## config.mk

```make
export PLATFORM = sky130hd
export DESIGN_NAME = page_write_buffer
export DESIGN_NICKNAME = d
export VERILOG_FILES = /design/src/rtl/pwb_pkg.sv /design/src/rtl/pwb_addr_ctr.sv /design/src/rtl/pwb_page_buf.sv /design/src/rtl/pwb_commit_timer.sv /design/src/rtl/page_write_buffer.sv
export SDC_FILE = /design/constraint.sdc
export NUM_CORES = 1
export LEC_CHECK = 0
export BUFFER_PORTS_ARGS = -buffer_cell sky130_fd_sc_hd__buf_4
export CAP_MARGIN = 20
export CORE_MARGIN = 2
export CORE_UTILIZATION = 36
export CTS_CLUSTER_SIZE = 20
export DETAILED_ROUTE_END_ITERATION = 8
export GPL_TIMING_DRIVEN = 0
export SLEW_MARGIN = 40
export SYNTH_ARGS = -nofsm -noshare
export SYNTH_HDL_FRONTEND = slang
export SYNTH_SLANG_ARGS = --single-unit
```

## constraint.sdc

```tcl
create_clock -name clk_i -period 6 [get_ports clk_i]
set_input_delay 0.3 -clock clk_i [delete_from_list [all_inputs] [get_ports clk_i]]
set_output_delay 0.3 -clock clk_i [all_outputs]
set_load 0.05 [all_outputs]
```

## src/rtl/pwb_pkg.sv

```systemverilog
package pwb_pkg;
  typedef enum logic [1:0] {
    ST_IDLE = 2'd0,
    ST_FILL = 2'd1,
    ST_BUSY = 2'd2
  } pwb_state_e;
endpackage

```

## src/rtl/pwb_addr_ctr.sv

```systemverilog
module pwb_addr_ctr #(
  parameter int ADDR_W = 15,
  parameter int PAGE_W = 6
) (
  input  logic              clk_i,
  input  logic              rst_ni,
  input  logic              load_i,
  input  logic [ADDR_W-1:0] load_addr_i,
  input  logic              step_i,
  output logic [ADDR_W-1:0] addr_o
);
  logic [ADDR_W-1:0] addr_q;

  always_ff @(posedge clk_i or negedge rst_ni) begin
    if (!rst_ni)     addr_q <= '0;
    else if (load_i) addr_q <= load_addr_i;
    else if (step_i) addr_q <= {addr_q[ADDR_W-1:PAGE_W], addr_q[PAGE_W-1:0] + 1'b1};
  end

  assign addr_o = addr_q;
endmodule

```

## src/rtl/pwb_page_buf.sv

```systemverilog
module pwb_page_buf #(
  parameter int DATA_W = 8,
  parameter int PAGE_W = 6,
  localparam int DEPTH = 1 << PAGE_W
) (
  input  logic              clk_i,
  input  logic              rst_ni,
  input  logic              clr_i,
  input  logic              wr_i,
  input  logic [PAGE_W-1:0] wr_idx_i,
  input  logic [DATA_W-1:0] wr_data_i,
  input  logic [PAGE_W-1:0] rd_idx_i,
  output logic [DATA_W-1:0] rd_data_o,
  output logic              rd_vld_o,
  output logic              any_o
);
  logic [DATA_W-1:0] data_q [DEPTH];
  logic [DEPTH-1:0]  vld_q;

  always_ff @(posedge clk_i) begin
    if (wr_i) data_q[wr_idx_i] <= wr_data_i;
  end

  always_ff @(posedge clk_i or negedge rst_ni) begin
    if (!rst_ni)    vld_q <= '0;
    else if (clr_i) vld_q <= '0;
    else if (wr_i)  vld_q[wr_idx_i] <= 1'b1;
  end

  assign rd_data_o = data_q[rd_idx_i];
  assign rd_vld_o  = vld_q[rd_idx_i];
  assign any_o     = |vld_q;
endmodule

```

## src/rtl/pwb_commit_timer.sv

```systemverilog
module pwb_commit_timer #(
  parameter int PAGE_W    = 6,
  parameter int WC_CYCLES = 1000,
  localparam int DEPTH = 1 << PAGE_W,
  localparam int EL_W  = (($clog2(WC_CYCLES) > PAGE_W) ? $clog2(WC_CYCLES) : PAGE_W) + 1
) (
  input  logic              clk_i,
  input  logic              rst_ni,
  input  logic              run_i,
  output logic              last_o,
  output logic              slot_vld_o,
  output logic [PAGE_W-1:0] slot_o
);
  logic [EL_W-1:0] el_q;

  always_ff @(posedge clk_i or negedge rst_ni) begin
    if (!rst_ni)     el_q <= '0;
    else if (!run_i) el_q <= '0;
    else             el_q <= el_q + 1'b1;
  end

  assign last_o     = run_i && (32'(el_q) == WC_CYCLES - 1);
  assign slot_vld_o = run_i && (32'(el_q) < DEPTH);
  assign slot_o     = el_q[PAGE_W-1:0];
endmodule

```

## src/rtl/page_write_buffer.sv

```systemverilog
module page_write_buffer
  import pwb_pkg::*;
#(
  parameter int DATA_W    = 8,
  parameter int ADDR_W    = 15,
  parameter int PAGE_W    = 6,
  parameter int WC_CYCLES = 1000
) (
  input  logic              clk_i,
  input  logic              rst_ni,
  input  logic              addr_load_i,
  input  logic [ADDR_W-1:0] addr_i,
  input  logic              byte_valid_i,
  input  logic [DATA_W-1:0] byte_i,
  input  logic              commit_i,
  input  logic              start_i,
  input  logic              wp_i,
  output logic              mem_we_o,
  output logic [ADDR_W-1:0] mem_addr_o,
  output logic [DATA_W-1:0] mem_data_o,
  output logic              busy_o,
  output logic [ADDR_W-1:0] cur_addr_o
);
  localparam int PROT_W = 3;

  pwb_state_e state_q, state_d;
  logic buf_clr, buf_wr, ctr_load, any_vld, rd_vld;
  logic t_last, slot_vld;
  logic [PAGE_W-1:0] slot;
  logic [DATA_W-1:0] rd_data;
  logic accept, prot_hit;

  assign accept = (state_q != ST_BUSY);

  // priority: start > commit > load > byte
  always_comb begin
    state_d  = state_q;
    buf_clr  = 1'b0;
    buf_wr   = 1'b0;
    ctr_load = 1'b0;
    if (!accept) begin
      if (t_last) begin
        state_d = ST_IDLE;
        buf_clr = 1'b1;
      end
    end else if (start_i) begin
      state_d = ST_IDLE;
      buf_clr = 1'b1;
    end else if (commit_i) begin
      if (state_q == ST_FILL && any_vld) begin
        state_d = ST_BUSY;
      end else begin
        state_d = ST_IDLE;
        buf_clr = 1'b1;
      end
    end else if (addr_load_i) begin
      state_d  = ST_FILL;
      buf_clr  = 1'b1;
      ctr_load = 1'b1;
    end else if (byte_valid_i && state_q == ST_FILL) begin
      buf_wr = 1'b1;
    end
  end

  always_ff @(posedge clk_i or negedge rst_ni) begin
    if (!rst_ni) state_q <= ST_IDLE;
    else         state_q <= state_d;
  end

  pwb_addr_ctr #(.ADDR_W(ADDR_W), .PAGE_W(PAGE_W)) i_addr_ctr (
    .clk_i      (clk_i),
    .rst_ni     (rst_ni),
    .load_i     (ctr_load),
    .load_addr_i(addr_i),
    .step_i     (buf_wr),
    .addr_o     (cur_addr_o)
  );

  pwb_page_buf #(.DATA_W(DATA_W), .PAGE_W(PAGE_W)) i_page_buf (
    .clk_i    (clk_i),
    .rst_ni   (rst_ni),
    .clr_i    (buf_clr),
    .wr_i     (buf_wr),
    .wr_idx_i (cur_addr_o[PAGE_W-1:0]),
    .wr_data_i(byte_i),
    .rd_idx_i (slot),
    .rd_data_o(rd_data),
    .rd_vld_o (rd_vld),
    .any_o    (any_vld)
  );

  pwb_commit_timer #(.PAGE_W(PAGE_W), .WC_CYCLES(WC_CYCLES)) i_timer (
    .clk_i     (clk_i),
    .rst_ni    (rst_ni),
    .run_i     (!accept),
    .last_o    (t_last),
    .slot_vld_o(slot_vld),
    .slot_o    (slot)
  );

  // protection is not latched: wp_i acts on each write
  assign prot_hit   = wp_i && (&cur_addr_o[ADDR_W-1 -: PROT_W]);
  assign mem_we_o   = slot_vld && rd_vld && !prot_hit;
  assign mem_addr_o = {cur_addr_o[ADDR_W-1:PAGE_W], slot};
  assign mem_data_o = rd_data;
  assign busy_o     = !accept;
endmodule

```

# Word-level counts from Yosys, hierarchy flattened
# Memory sizes are Yosys's and may differ from the RTL's.
# Cells that the tools add are included.
totals:
  n_memories: 1
  ff_bits: 92
  output_inout_bits: 40
  mem_bits_rw: 512
  elab_cells: 64
op_classes:
  eq_ne: 4
  add_sub_neg: 2
  n_lt_le_gt_ge: 4
  mux: 31
  bitwise: 1
  n_reduce_logical: 16
memory_table:
  columns: ["memory", "words", "width", "read_ports", "rd_clocked_by_memory_dff", "write_ports", "line", "source"]
  rows:
  - ["i_page_buf.data_q", 64, 8, 1, 0, 1, "pwb_page_buf.sv:17", "logic [DATA_W-1:0] data_q [DEPTH];"]
ops:
  columns: ["cell", "n"]
  rows:
  - ["$mux W64", 2]
  - ["$or A64 B64 Y64", 1]
  - ["$reduce_or A64 Y1", 1]
  - ["$mux W1", 18]
  - ["$mux W15", 1]
  - ["$lt A6 B7 Y1 const B", 2]
  - ["$mux W2", 6]
  - ["$add A11 B1 Y11 const B", 1]
  - ["$eq A11 B10 Y1 const B", 1]
  - ["$lt A11 B7 Y1 const B", 1]
  - ["$mux W11", 1]
  - ["$logic_and A1 B1 Y1", 8]
  - ["$add A6 B1 Y6 const B", 1]
  - ["$bmux W1 S6", 1]
  - ["$demux W1 S6", 1]
  - ["$ge A6 B1 Y1 const B", 1]
  - ["$mux W6", 1]
  - ["$reduce_bool A2 Y1", 3]
  - ["$ne A4 B4 Y1 const B", 1]
  - ["$reduce_and A3 Y1", 1]
  - ["$eq A2 B1 Y1 const B", 1]
  - ["$logic_not A1 Y1", 2]
  - ["$ne A2 B2 Y1 const B", 1]
  - ["$reduce_and A2 Y1", 1]

# Logic depth before layout (Yosys ltp)
# Gate-level depths: netlist of the first run.
logic_depth:
  word_depth: 9
  ltp_mapped: 10
  ltp_nobuf: 6

# Hierarchy
# A second synthesis of the first run with hierarchy kept.
unflattened:
  cells_unflattened: 1334
  area_unflattened_um2: 24192.0
modules_own_cells:
  columns: ["mod", "cells_each", "n_inst", "area_each_um2", "seq_area_each_um2"]
  rows:
  - ["pwb_page_buf", 1193, 1, 22739.3, 16976.3]
  - ["pwb_addr_ctr", 51, 1, 638.1, 375.4]
  - ["pwb_commit_timer", 60, 1, 589.3, 275.3]
  - ["page_write_buffer", 30, 1, 225.2, 50.0]

# Worst setup path after synthesis of the first run
# Ideal clock, no wire load.
synth_timing:
  kind: "reg2out"
  startpoint: "reg i_timer.el_q[0]"
  endpoint: "out mem_data_o[0]"
  path_stages_with_launch: 8
  arrival_ns: 3.077
  required_ns: 5.700
  path_slack_ns: 2.623
  cell_sequence: "dfrtp_1 buf_6 buf_12 buf_12 buf_4 mux4_2 o22ai_1 o41ai_1"
synth_between:
  elab_chain_len: 1
synth_rtl:
  columns: ["item", "line", "source"]
  rows:
  - ["start, declared", "pwb_commit_timer.sv:14", "logic [EL_W-1:0] el_q;"]
  - ["start signal, assigned", "pwb_commit_timer.sv:19", "else el_q <= el_q + 1'b1;"]
  - ["$mem_v2 Z64 W8", null, null]
  - ["end, declared", "page_write_buffer.sv:20", "output logic [DATA_W-1:0] mem_data_o,"]
# Every way passes these cells.

# Worst setup path after layout of the first run
layout_timing:
  startpoint: "reg i_timer.el_q[2]"
  endpoint: "out mem_we_o"
layout_between:
  elab_chain_len: 4
  word_cells_on_any_way: 6
  classes_between: "order compare (1); mux (2); reduce/logical (3)"
layout_rtl:
  columns: ["item", "line", "source"]
  rows:
  - ["$bmux W1 S6 or $lt A11 B7 Y1 (tied branches)", "pwb_page_buf.sv:31, pwb_commit_timer.sv:23", null]
  - ["$mux W1 (implied by the code) or $logic_and A1 B1 Y1 (tied branches)", "pwb_page_buf.sv:31, pwb_commit_timer.sv:23", null]
  - ["$logic_and A1 B1 Y1 (*) (2 in a row)", "page_write_buffer.sv:103", "assign mem_we_o = slot_vld && rd_vld && !prot_hit;"]
  - ["end, declared", "page_write_buffer.sv:18", "output logic mem_we_o,"]
# Every way passes the cells marked *; elsewhere a longest branch is shown, timed or not. The select of a mux whose other input is x is not followed.

==> impl_metrics.sql, run 1 <==
INSERT INTO impl_metrics (metric_group, metric, value, unit) VALUES
('outcome', 'status', 'completed', ''),
('die', 'die_w', '263.2', 'um'),
('critical_path', 'critPathMaxFanout', '10', ''),
('finish', 'layout-drive-gt1-share', '28.44', '%'),
('place', 'post_place_worst_slack', '2.550', 'ns'),
('finish', 'fillers', '5910', ''),
('clock_tree', 'clock_tree.buffer_depth', '3', ''),
('yosys', 'synth.net_count', '1319', ''),
('critical_path', 'path_cells', 'buf_2 > buf_1 > nor2b_1 > a221oi_1 > o21ai_1 > o211ai_1 > a311oi_1 > buf_4', ''),
('yosys', 'synthesis.instances', '1287', ''),
('global_routing', 'maximum_number_of_pins_on_one_net_before_global_route_repair', '93', ''),
('global_routing', 'grt_antenna_before_repair', '1', ''),
('critical_path', 'r2r-start', 'state_q[1]', ''),
('detailed_routing', 'drt_first_iter_violations', '1520', ''),
('finish', 'layout.area.seq', '17680', 'um^2'),
('critical_path', 'critical-path-max-stage-delay', '0.77', 'ns'),
('yosys', 'postSynthRegisterBits', '604', ''),
('hold_path', 'hold_class', 'in -> reg', ''),
('timing', 'worst_slew_pin_slew', '0.9599', 'ns'),
('finish', 'final_cell_count_no_fill', '2357', ''),
('timing', 'fmaxAchievable', '232.5', 'MHz'),
('timing', 'final.setup.worst_slack', '1.698', 'ns'),
('detailed_routing', 'routed_wl', '63780', 'um'),
('critical_path', 'cp-end-kind', 'output port', ''),
('finish', 'count_of_inserted_antenna_diode_cells', '0', ''),
('hold_path', 'worst_hold_path.endpoint', 'state_q[1]', ''),
('critical_path', 'crit_arrival', '4.00', 'ns'),
('critical_path', 'timing_worst_setup_path_type', 'reg -> out', ''),
('global_routing', 'gr-total-overflow', '0', ''),
('yosys', 'synth_warnings', '0', ''),
('finish', 'commonest_non_fill_non_tap_cell_in_the_layout', 'edfxtp_1', ''),
('yosys', 'yosys_most_used_dff', 'edfxtp_1', ''),
('yosys', 'synthesis.area_per_instance', '18.79', 'um^2'),
('critical_path', 'cp_data_required_time', '5.70', 'ns'),
('clock_tree', 'htreeDepth', '2', ''),
('power_and_ir_drop', 'power_leakage', '9.229', 'nW'),
('clock_tree', 'post-cts-setup-buffers', '0', ''),
('global_routing', 'global_route_wire_length_before_repair', '92660', 'um'),
('finish', 'area.growth.synth_to_final', '16.13', '%'),
('critical_path', 'reg2reg_depth', '5', ''),
('detailed_routing', 'route.detailed.drc', '0', ''),
('clock_tree', 'clock_insertion_delay_worst_skew', '0.62', 'ns'),
('clock_tree', 'clock_transition_time_at_the_flip_flop_clock_pins_of_the_worst_setup_and_hold_paths', '0.07', 'ns'),
('die', 'standard_cell_core_area', '66800', 'um^2'),
('flow_run', 'timing.max_cap.violations', '0', ''),
('detailed_routing', 'vias_after_detailed_routing', '13070', ''),
('hold_path', 'worst_hold_launch', 'commit_i', ''),
('finish', 'commonest_non_fill_non_tap_cells_in_the_layout', 'edfxtp_1, mux4_2, buf_4, dfrtp_1, o21a_1', ''),
('power_and_ir_drop', 'ir_worst_vdd', '224.7', 'uV'),
('critical_path', 'r2r_setup_slack', '2.92', 'ns'),
('timing', 'relSlewSlack', '35.57', '%'),
('yosys', 'yosys.cell_types.count', '53', ''),
('finish', 'multiInputGateArea', '6060', 'um^2'),
('place', 'post-dp-hpwl', '42010', 'um'),
('global_routing', 'overall_global_routing_resource_usage', '18.46', '%'),
('timing', 'timing_hold_violations_final', '0', ''),
('timing', 'rsz0062_at_grt', 'false', ''),
('place', 'routabilityCongestion', '0.8687', ''),
('detailed_routing', 'route.antenna.remaining_nets', '0', ''),
('detailed_routing', 'first_pass_iters', '5', ''),
('timing', 'final.min_clock_period', '4.302', 'ns'),
('place', 'port_buffers', '69', ''),
('clock_tree', 'clkSinkCount', '604', ''),
('clock_tree', 'tritoncts', 'built', ''),
('clock_tree', 'clk_root_buffer_cell', 'clkbuf_16', ''),
('die', 'initial_core_util', '36.20', '%'),
('finish', 'design.final.nets', '1469', ''),
('critical_path', 'crit_slowest_cell', 'nor2b_1', ''),
('timing', 'slew_violations', '0', ''),
('critical_path', 'critical_path.reg2reg.endpoint', 'i_page_buf.data_q[37][4]', ''),
('die', 'design.die.area', '69260', 'um^2');
synthesized netlist by cell type, drive strengths merged (2+ instances only):
master / instances / share of area (%)
o21a: 65 / 2.0
xnor2: 4 / 0.14
and2: 5 / 0.14
a211o: 4 / 0.14
nor4: 19 / 0.49
or3b: 3 / 0.11
or3: 7 / 0.18
nand4: 12 / 0.31
a22oi: 12 / 0.37
edfxtp: 512 / 64
nand3b: 5 / 0.16
ha: 2 / 0.10
or2: 2 / 0.052
clkbuf: 20 / 0.31
nand2: 50 / 0.78
nor2: 115 / 1.8
and3: 3 / 0.078
mux2i: 15 / 0.62
o21ai: 19 / 0.39
nor3: 11 / 0.23
o41ai: 4 / 0.14
buf: 67 / 2.2
o22ai: 27 / 0.70
nor2b: 9 / 0.26
a21oi: 9 / 0.19
a211oi: 4 / 0.12
dfrtp: 92 / 9.5
xor2: 8 / 0.29
a311o: 4 / 0.17
and3b: 2 / 0.072
inv: 4 / 0.062
nor3b: 2 / 0.062
nand3: 6 / 0.12
mux2: 3 / 0.14
nand2b: 7 / 0.18
a221oi: 5 / 0.18
a221o: 3 / 0.12
mux4: 140 / 13
registers in the layout, indices dropped and copies added, names as in the netlist:
register	flops
i_timer.el_q	11
i_addr_ctr.addr_o	15
state_q	2
i_page_buf.vld_q	64
i_page_buf.data_q	512
metal layers:
metal  share of wire (%)  GRT usage (%)  up-vias
li1                    -              -     5498
met1                  42          25.70     6871
met2                  45          27.95      584
met3                 9.4          5.107      115
met4                 3.2          6.486        0
met5                   0              0        -
layout make-up:
type	count	share of cell area, %
flip-flops and latches	604	62.95
multi-input cells	592	21.58
clock buffers	80	5.788
well taps	873	3.890
repair buffers	89	2.647
plain buffers	87	2.139
clock inverters	28	0.9535
inverters	4	0.05347
per-stage QoR:
step                      instance area [um^2]  total power [mW]  hold slack, ns
final                                    28080             8.601         0.07282
after global routing                     28080             8.834         0.06306
after CTS                                28040             8.652         0.02455
after detailed placement                 25970             5.014          0.4442
after global placement                   25790             4.994          0.4863
after floorplan                          24180             4.846        0.004409
worst max-delay path by stage:
stage	start	cells after the start	slack [ns]	to
global placement	i_timer.el_q[2]	9	2.11	mem_data_o[6]
floorplan	i_timer.el_q[0]	7	2.62	mem_data_o[0]
CTS	i_timer.el_q[2]	9	1.90	mem_data_o[6]
detailed placement	i_timer.el_q[2]	9	2.55	mem_data_o[6]
global route	i_timer.el_q[2]	8	1.70	mem_we_o
finish	i_timer.el_q[2]	8	1.70	mem_we_o
worst max-delay path, delay by kind of cell (launching register included):
family,cells,cell delay [ns]
AND/OR/NAND/NOR,1,0.77
flip-flops,1,0.43
AO/OA/AOI/OAI,4,1.21
buffers and inverters,3,0.97
report_power, final:
part	internal, mW	switching [mW]	total, mW	leakage [nW]
combinational	0.0934	0.253	0.346	2.43
clock	2.10	1.56	3.66	0.938
sequential	4.57	0.0219	4.59	5.86
repair_timing:
item | in CTS | in global routing
endpoints found under the hold margin | 108 | 0
gates resized for setup | 0 | 0
hold buffers | 18 | 0
logic make-up after synthesis:
family / after synthesis / synth area share [%]
buffers and inverters: 91 / 2.541
DFF: 604 / 73.10
and+or+nand+nor: 259 / 5.050
muxes: 158 / 14.05
AOI/OAI and AO/OA: 161 / 4.719
xor gates and xnor gates: 12 / 0.4346
adders and majority gates: 2 / 0.1035
Note: power is estimated with default switching activity, not from simulation.
==> run 2: changes to the inputs <==
Clock period 6 ns to 3.5 ns, I/O delays scaled along.
==> impl_metrics.sql, run 2 (synthesis gave the netlist of run 1 again) <==
INSERT INTO impl_metrics (metric_group, metric, value, unit) VALUES
('global_routing', 'maximum_number_of_pins_on_one_net_before_global_route_repair', '93', ''),
('timing', 'fmaxAchievable', '290.0', 'MHz'),
('timing', 'relSlewSlack', '39.75', '%'),
('critical_path', 'cp_data_required_time', '3.32', 'ns'),
('global_routing', 'grt_pass1_vias', '13410', ''),
('flow_run', 'timing.max_cap.violations', '0', ''),
('detailed_routing', 'routed_wl', '64030', 'um'),
('finish', 'count_of_inserted_antenna_diode_cells', '0', ''),
('critical_path', 'crit_arrival', '3.27', 'ns'),
('detailed_routing', 'route.antenna.remaining_nets', '0', ''),
('timing', 'final.min_clock_period', '3.448', 'ns'),
('critical_path', 'timing_worst_setup_path_type', 'reg -> out', ''),
('critical_path', 'crit_family', 'buffers and inverters', ''),
('clock_tree', 'clock_insertion_delay_worst_skew', '0.62', 'ns'),
('critical_path', 'cp-end-kind', 'output port', ''),
('critical_path', 'cp.buffers_inverters', '5', ''),
('timing', 'fin_worst_skew', '0.01533', 'ns'),
('finish', 'final_cell_count_no_fill', '2361', ''),
('detailed_routing', 'first_pass_iters', '5', ''),
('critical_path', 'critical-path-max-stage-delay', '0.56', 'ns'),
('finish', 'design.final.nets', '1473', ''),
('clock_tree', 'tritoncts', 'built', ''),
('clock_tree', 'htreeDepth', '2', ''),
('finish', 'layout-drive-gt1-share', '31.05', '%'),
('critical_path', 'critPathMaxFanout', '10', ''),
('power_and_ir_drop', 'pwr_density_cell', '517.7', 'nW/um^2'),
('place', 'place_inst', '2230', ''),
('critical_path', 'critical_path.reg2reg.endpoint', 'i_page_buf.data_q[13][5]', ''),
('critical_path', 'reg2reg_depth', '5', ''),
('power_and_ir_drop', 'power.clock.fraction', '42.6', '%'),
('timing', 'slew_violations', '0', ''),
('power_and_ir_drop', 'power_leakage', '9.338', 'nW'),
('place', 'port_buffers', '69', ''),
('place', 'post-dp-hpwl', '42010', 'um'),
('critical_path', 'r2r_setup_slack', '0.45', 'ns'),
('die', 'initial_core_util', '36.20', '%'),
('place', 'routabilityCongestion', '0.8687', ''),
('finish', 'area.growth.synth_to_final', '17.82', '%'),
('power_and_ir_drop', 'power.share.sequential', '53.4', '%'),
('clock_tree', 'clkSinkCount', '604', ''),
('critical_path', 'path_cells', 'buf_6 > buf_12 > buf_12 > buf_12 > mux4_2 > a22oi_1 > a21oi_1 > a221o_1 > buf_4', ''),
('power_and_ir_drop', 'switching_power_total', '3.144', 'mW'),
('hold_path', 'timing.hold.worst_path_depth', '4', ''),
('timing', 'rsz0062_at_grt', 'false', ''),
('clock_tree', 'cts-buffers-inserted', '59', ''),
('power_and_ir_drop', 'p_int', '11.61', 'mW'),
('place', 'post_place_worst_slack', '0.1752', 'ns'),
('global_routing', 'overall_global_routing_resource_usage', '18.50', '%'),
('timing', 'final.setup.worst_slack', '0.05160', 'ns'),
('clock_tree', 'clk_root_buffer_cell', 'clkbuf_16', ''),
('timing', 'finalSetupViolations', '0', ''),
('die', 'design.die.area', '69260', 'um^2'),
('finish', 'commonest_non_fill_non_tap_cells_in_the_layout', 'edfxtp_1, mux4_2, buf_4, dfrtp_1', ''),
('die', 'die_y', '263.2', 'um'),
('power_and_ir_drop', 'ir_worst_vdd', '387.0', 'uV'),
('power_and_ir_drop', 'pwr-share-comb', '4.0', '%'),
('die', 'fp-row-count', '95', ''),
('critical_path', 'r2r-start', 'state_q[1]', ''),
('hold_path', 'worst_hold_path.endpoint', 'i_addr_ctr.addr_o[14]', ''),
('timing', 'timing.final.crit_share', '98.53', '%'),
('timing', 'timing_hold_violations_final', '0', ''),
('critical_path', 'crit_slowest_cell', 'mux4_2', ''),
('detailed_routing', 'vias_after_detailed_routing', '13150', ''),
('global_routing', 'grt_antenna_before_repair', '1', ''),
('timing', 'worst_slew_pin_slew', '0.9012', 'ns'),
('critical_path', 'worst_setup_path_start_kind', 'register', ''),
('outcome', 'status', 'completed', ''),
('clock_tree', 'clock_transition_time_at_the_flip_flop_clock_pins_of_the_worst_setup_and_hold_paths', '0.06', 'ns'),
('finish', 'register_with_the_most_flip_flops', 'i_page_buf.data_q', ''),
('die', 'standard_cell_core_area', '66800', 'um^2'),
('detailed_routing', 'wl_per_cell', '27.12', 'um'),
('global_routing', 'global_route_wire_length_before_repair', '92880', 'um'),
('hold_path', 'hold_class', 'in -> reg', ''),
('critical_path', 'critical_path.most_common_cell', 'buf_12', ''),
('detailed_routing', 'route.detailed.drc', '0', ''),
('global_routing', 'gr-total-overflow', '0', ''),
('timing', 'hold_slack', '0.1189', 'ns'),
('die', 'die_w', '263.2', 'um'),
('finish', 'commonest_non_fill_non_tap_cell_in_the_layout', 'edfxtp_1', ''),
('clock_tree', 'clock_tree.buffer_depth', '3', ''),
('hold_path', 'worst_hold_launch', 'addr_load_i', ''),
('detailed_routing', 'drt_first_iter_violations', '1578', ''),
('finish', 'largest_register_ffs', '512', ''),
('detailed_routing', 'route.detailed.vias_per_inst', '5.568', ''),
('power_and_ir_drop', 'switching_share', '21.32', '%'),
('die', 'floorplan.io_pins', '70', '');
## run 2: cell types whose count changed in the layout (fill, tap and decap cells not counted), moves of 4 or more
cell      delta
clkbuf_2     +4
buf_8        +9
a22oi_1      -7
o22ai_2      +5
a211oi_2     +4
o22ai_1      -5
buf_2        -9
a22oi_2      +7
clkbuf_1     -5
a211oi_1     -4
buf_12       +7
## run 2: per-stage QoR
step | TNS, ns | instance area [um^2] | power (mW) | utilization, %
after floorplan | 0 | 24180 | 8.307 | -
after global placement | -0.3124 | 25790 | 8.562 | 38.61
after detailed placement | 0 | 25970 | 8.596 | 38.87
after CTS | 0 | 28360 | 14.83 | 42.46
after global routing | 0 | 28490 | 15.14 | 42.65
final | 0 | 28490 | 14.75 | 42.65
## run 2: worst min-delay path, cell delays in order
cell and delay, ns:
buf_4 0.12, nand3_1 0.25, nand2_1 0.09, nand2_1 0.06
## run 2: how the worst max path moves through the flow
| stage | start | endpoint | depth (start not counted) |
|---|---|---|---|
| floorplan | i_timer.el_q[0] | mem_data_o[0] | 7 |
| global placement | i_timer.el_q[2] | mem_data_o[6] | 9 |
| detailed placement | i_timer.el_q[2] | mem_data_o[6] | 9 |
| CTS | i_timer.el_q[1] | mem_data_o[6] | 9 |
| global route | i_timer.el_q[0] | mem_data_o[4] | 9 |
| finish | i_timer.el_q[0] | mem_data_o[1] | 9 |
## run 2: area by class of cell
cell class              instances  area (um^2)
plain buffers                  85        772.0
clock buffers                  80         1625
clock inverters                28        267.8
fillers                      5861        38310
inverters                       4        15.01
multi-input cells             592         6230
flip-flops and latches        604        17680
well taps                     873         1092
repair buffers                 95        807.0
## run 2: power groups by stage
| stage | Combinational (mW) | Sequential (mW) | Clock (mW) |
|---|---|---|---|
| final | 0.595 | 7.88 | 6.28 |
| after global routing | 0.632 | 7.88 | 6.63 |
| after CTS | 0.589 | 7.88 | 6.37 |
| after detailed placement | 0.571 | 8.02 | 0 |
| after global placement | 0.541 | 8.02 | 0 |
| after floorplan | 0.187 | 8.12 | 0 |
## run 2: repair_timing
item                                    4_1_cts  5_1_grt
hold buffers                                 20        1
endpoints found under the hold margin       109       21
buffers inserted                              3        0
endpoints found under the setup margin        9        8
pin swaps                                    10        7
gates resized for setup                      68       22
## run 2: per-layer routing
layer	vias to the layer above	share of wire [%]	GRT usage, %
met4	0	3.4	6.317
met1	6933	42	25.76
li1	5509	-	-
met3	122	9.4	5.023
met5	-	0	0
met2	582	45	28.17
==> run 3: changes to the inputs <==
Settings changed: SETUP_SLACK_MARGIN from default to 0.15.
==> impl_metrics.sql, run 3 (synthesis gave the netlist of run 1 again) <==
INSERT INTO impl_metrics (metric_group, metric, value, unit) VALUES
('outcome', 'status', 'completed', ''),
('power_and_ir_drop', 'switching_power_total', '3.133', 'mW'),
('timing', 'finalSetupViolations', '0', ''),
('detailed_routing', 'route.detailed.drc', '0', ''),
('critical_path', 'cp_data_required_time', '3.32', 'ns'),
('critical_path', 'critical_path.most_common_cell', 'buf_12', ''),
('clock_tree', 'clk_root_buffer_cell', 'clkbuf_16', ''),
('critical_path', 'timing_worst_setup_path_type', 'reg -> out', ''),
('die', 'initial_core_util', '36.20', '%'),
('critical_path', 'crit_slowest_cell', 'mux4_2', ''),
('die', 'floorplan.io_pins', '70', ''),
('clock_tree', 'clock_insertion_delay_worst_skew', '0.62', 'ns'),
('flow_run', 'timing.max_cap.violations', '0', ''),
('detailed_routing', 'drt_first_iter_violations', '1558', ''),
('power_and_ir_drop', 'power_leakage', '9.504', 'nW'),
('detailed_routing', 'routed_wl', '64660', 'um'),
('timing', 'worst_slew_pin_slew', '0.8759', 'ns'),
('global_routing', 'grt_pass1_vias', '13470', ''),
('finish', 'area.growth.synth_to_final', '19.43', '%'),
('timing', 'timing.final.crit_share', '96.28', '%'),
('finish', 'register_with_the_most_flip_flops', 'i_page_buf.data_q', ''),
('clock_tree', 'clock_tree.buffer_depth', '3', ''),
('timing', 'hold_slack', '0.1192', 'ns'),
('place', 'routabilityCongestion', '0.8687', ''),
('critical_path', 'path_cells', 'buf_6 > buf_12 > buf_12 > mux4_2 > a22oi_2 > a311o_1 > o41ai_2 > buf_4', ''),
('finish', 'design.final.nets', '1489', ''),
('timing', 'slew_violations', '0', ''),
('finish', 'commonest_non_fill_non_tap_cells_in_the_layout', 'edfxtp_1, mux4_2, buf_4, dfrtp_1, nor2_2', ''),
('power_and_ir_drop', 'pwr_density_cell', '510.3', 'nW/um^2'),
('finish', 'count_of_inserted_antenna_diode_cells', '0', ''),
('die', 'die_y', '263.2', 'um'),
('detailed_routing', 'route.detailed.vias_per_inst', '5.591', ''),
('place', 'post-dp-hpwl', '42010', 'um'),
('critical_path', 'cp-end-kind', 'output port', ''),
('detailed_routing', 'first_pass_iters', '5', ''),
('power_and_ir_drop', 'ir_worst_vdd', '385.2', 'uV'),
('place', 'port_buffers', '69', ''),
('global_routing', 'overall_global_routing_resource_usage', '18.55', '%'),
('global_routing', 'maximum_number_of_pins_on_one_net_before_global_route_repair', '93', ''),
('power_and_ir_drop', 'power.clock.fraction', '42.5', '%'),
('finish', 'final_cell_count_no_fill', '2377', ''),
('clock_tree', 'clock_transition_time_at_the_flip_flop_clock_pins_of_the_worst_setup_and_hold_paths', '0.06', 'ns'),
('critical_path', 'critPathMaxFanout', '10', ''),
('finish', 'commonest_non_fill_non_tap_cell_in_the_layout', 'edfxtp_1', ''),
('global_routing', 'gr-total-overflow', '0', ''),
('timing', 'fin_worst_skew', '0.01630', 'ns'),
('critical_path', 'crit_arrival', '3.19', 'ns'),
('hold_path', 'hold_class', 'in -> reg', ''),
('timing', 'relSlewSlack', '41.44', '%'),
('timing', 'final.min_clock_period', '3.370', 'ns'),
('detailed_routing', 'vias_after_detailed_routing', '13290', ''),
('clock_tree', 'clkSinkCount', '604', ''),
('clock_tree', 'cts-buffers-inserted', '59', ''),
('timing', 'fmaxAchievable', '296.8', 'MHz'),
('die', 'standard_cell_core_area', '66800', 'um^2'),
('timing', 'timing_hold_violations_final', '0', ''),
('power_and_ir_drop', 'switching_share', '21.26', '%'),
('detailed_routing', 'wl_per_cell', '27.20', 'um'),
('power_and_ir_drop', 'pwr-share-comb', '4.0', '%'),
('critical_path', 'critical-path-max-stage-delay', '0.57', 'ns'),
('timing', 'rsz0062_at_grt', 'true', ''),
('finish', 'largest_register_ffs', '512', ''),
('global_routing', 'grt_antenna_before_repair', '1', ''),
('detailed_routing', 'route.antenna.remaining_nets', '0', ''),
('global_routing', 'global_route_wire_length_before_repair', '93540', 'um'),
('power_and_ir_drop', 'power.share.sequential', '53.4', '%'),
('power_and_ir_drop', 'p_int', '11.61', 'mW'),
('place', 'place_inst', '2230', ''),
('die', 'design.die.area', '69260', 'um^2'),
('die', 'fp-row-count', '95', ''),
('finish', 'layout-drive-gt1-share', '33.11', '%'),
('clock_tree', 'tritoncts', 'built', ''),
('critical_path', 'worst_setup_path_start_kind', 'register', ''),
('finish', 'final_core_utilization', '43.23', '%'),
('clock_tree', 'htreeDepth', '2', ''),
('die', 'die_w', '263.2', 'um');
[run 3: cell count changes in the layout (fill, tap and decap cells not counted), sizes merged]
cell    delta
buf       +11
clkbuf     +5
[run 3: final timing paths]
check / start / end / slack [ns] / cells after the start
setup / recovery: i_timer.el_q[0] / mem_data_o[5] / 0.13 / 8
hold / removal: addr_load_i / i_addr_ctr.addr_o[14] / 0.12 / 4
setup reg to reg: state_q[1] / i_page_buf.data_q[37][4] / 0.46 / 5
hold reg to reg: i_page_buf.vld_q[8] / i_page_buf.vld_q[8] / 0.52 / 1
max in group asynchronous: rst_ni / i_timer.el_q[3] / 2.30 / 4
min in group asynchronous: rst_ni / i_addr_ctr.addr_o[9] / 0.55 / 3
[run 3: area by class of cell]
cell class              count  area (um^2)
well taps                 873         1092
plain buffers              86        888.4
flip-flops and latches    604        17680
fillers                  5820        37920
inverters                   4        15.01
multi-input cells         592         6340
clock buffers              80         1625
clock inverters            28        267.8
repair buffers            110        972.2
[run 3: what timing repair did]
| item | in CTS | in global routing |
|---|---|---|
| hold buffers | 20 | 1 |
| resized for setup | 112 | 28 |
| setup endpoints to repair | 9 | 9 |
| pin swaps | 13 | 13 |
| buffers inserted | 8 | 7 |
| gates cloned | 0 | 3 |
| endpoints found under the hold margin | 109 | 22 |
[run 3: worst max-delay path, delay by kind of cell, from the launching register on]
family / cells / cell delay [ns]
DFF: 1 / 0.38
buffers and inverters: 4 / 0.74
muxes: 1 / 0.57
AOI/OAI and AO/OA: 3 / 0.87
[run 3: per-layer routing]
metal  global-route usage [%]  wire [um]
met4                    6.317       2157
met3                    4.200       5847
met2                    28.29      29540
met1                    26.36      27110
met5                        0          0
[run 3: power groups by stage]
stage | clock network, mW | logic [mW] | registers (mW)
3_3_place_gp | 0 | 0.541 | 8.02
5_1_grt | 6.64 | 0.632 | 7.88
2_1_floorplan | 0 | 0.187 | 8.12
3_5_place_dp | 0 | 0.571 | 8.02
6_report | 6.27 | 0.595 | 7.88
4_1_cts | 6.37 | 0.589 | 7.88
[run 3: metrics by stage]
| step | setup TNS, ns | area [um^2] | setup WS (ns) | total power [mW] |
|---|---|---|---|---|
| floorplan | 0 | 24180 | 0.2479 | 8.307 |
| detailed placement | 0 | 25970 | 0.1752 | 8.596 |
| global placement | -0.3124 | 25790 | -0.2693 | 8.562 |
| global route | 0 | 28880 | 0.1142 | 15.14 |
| finish | 0 | 28880 | 0.1302 | 14.74 |
| CTS | 0 | 28590 | 0.1326 | 14.83 |
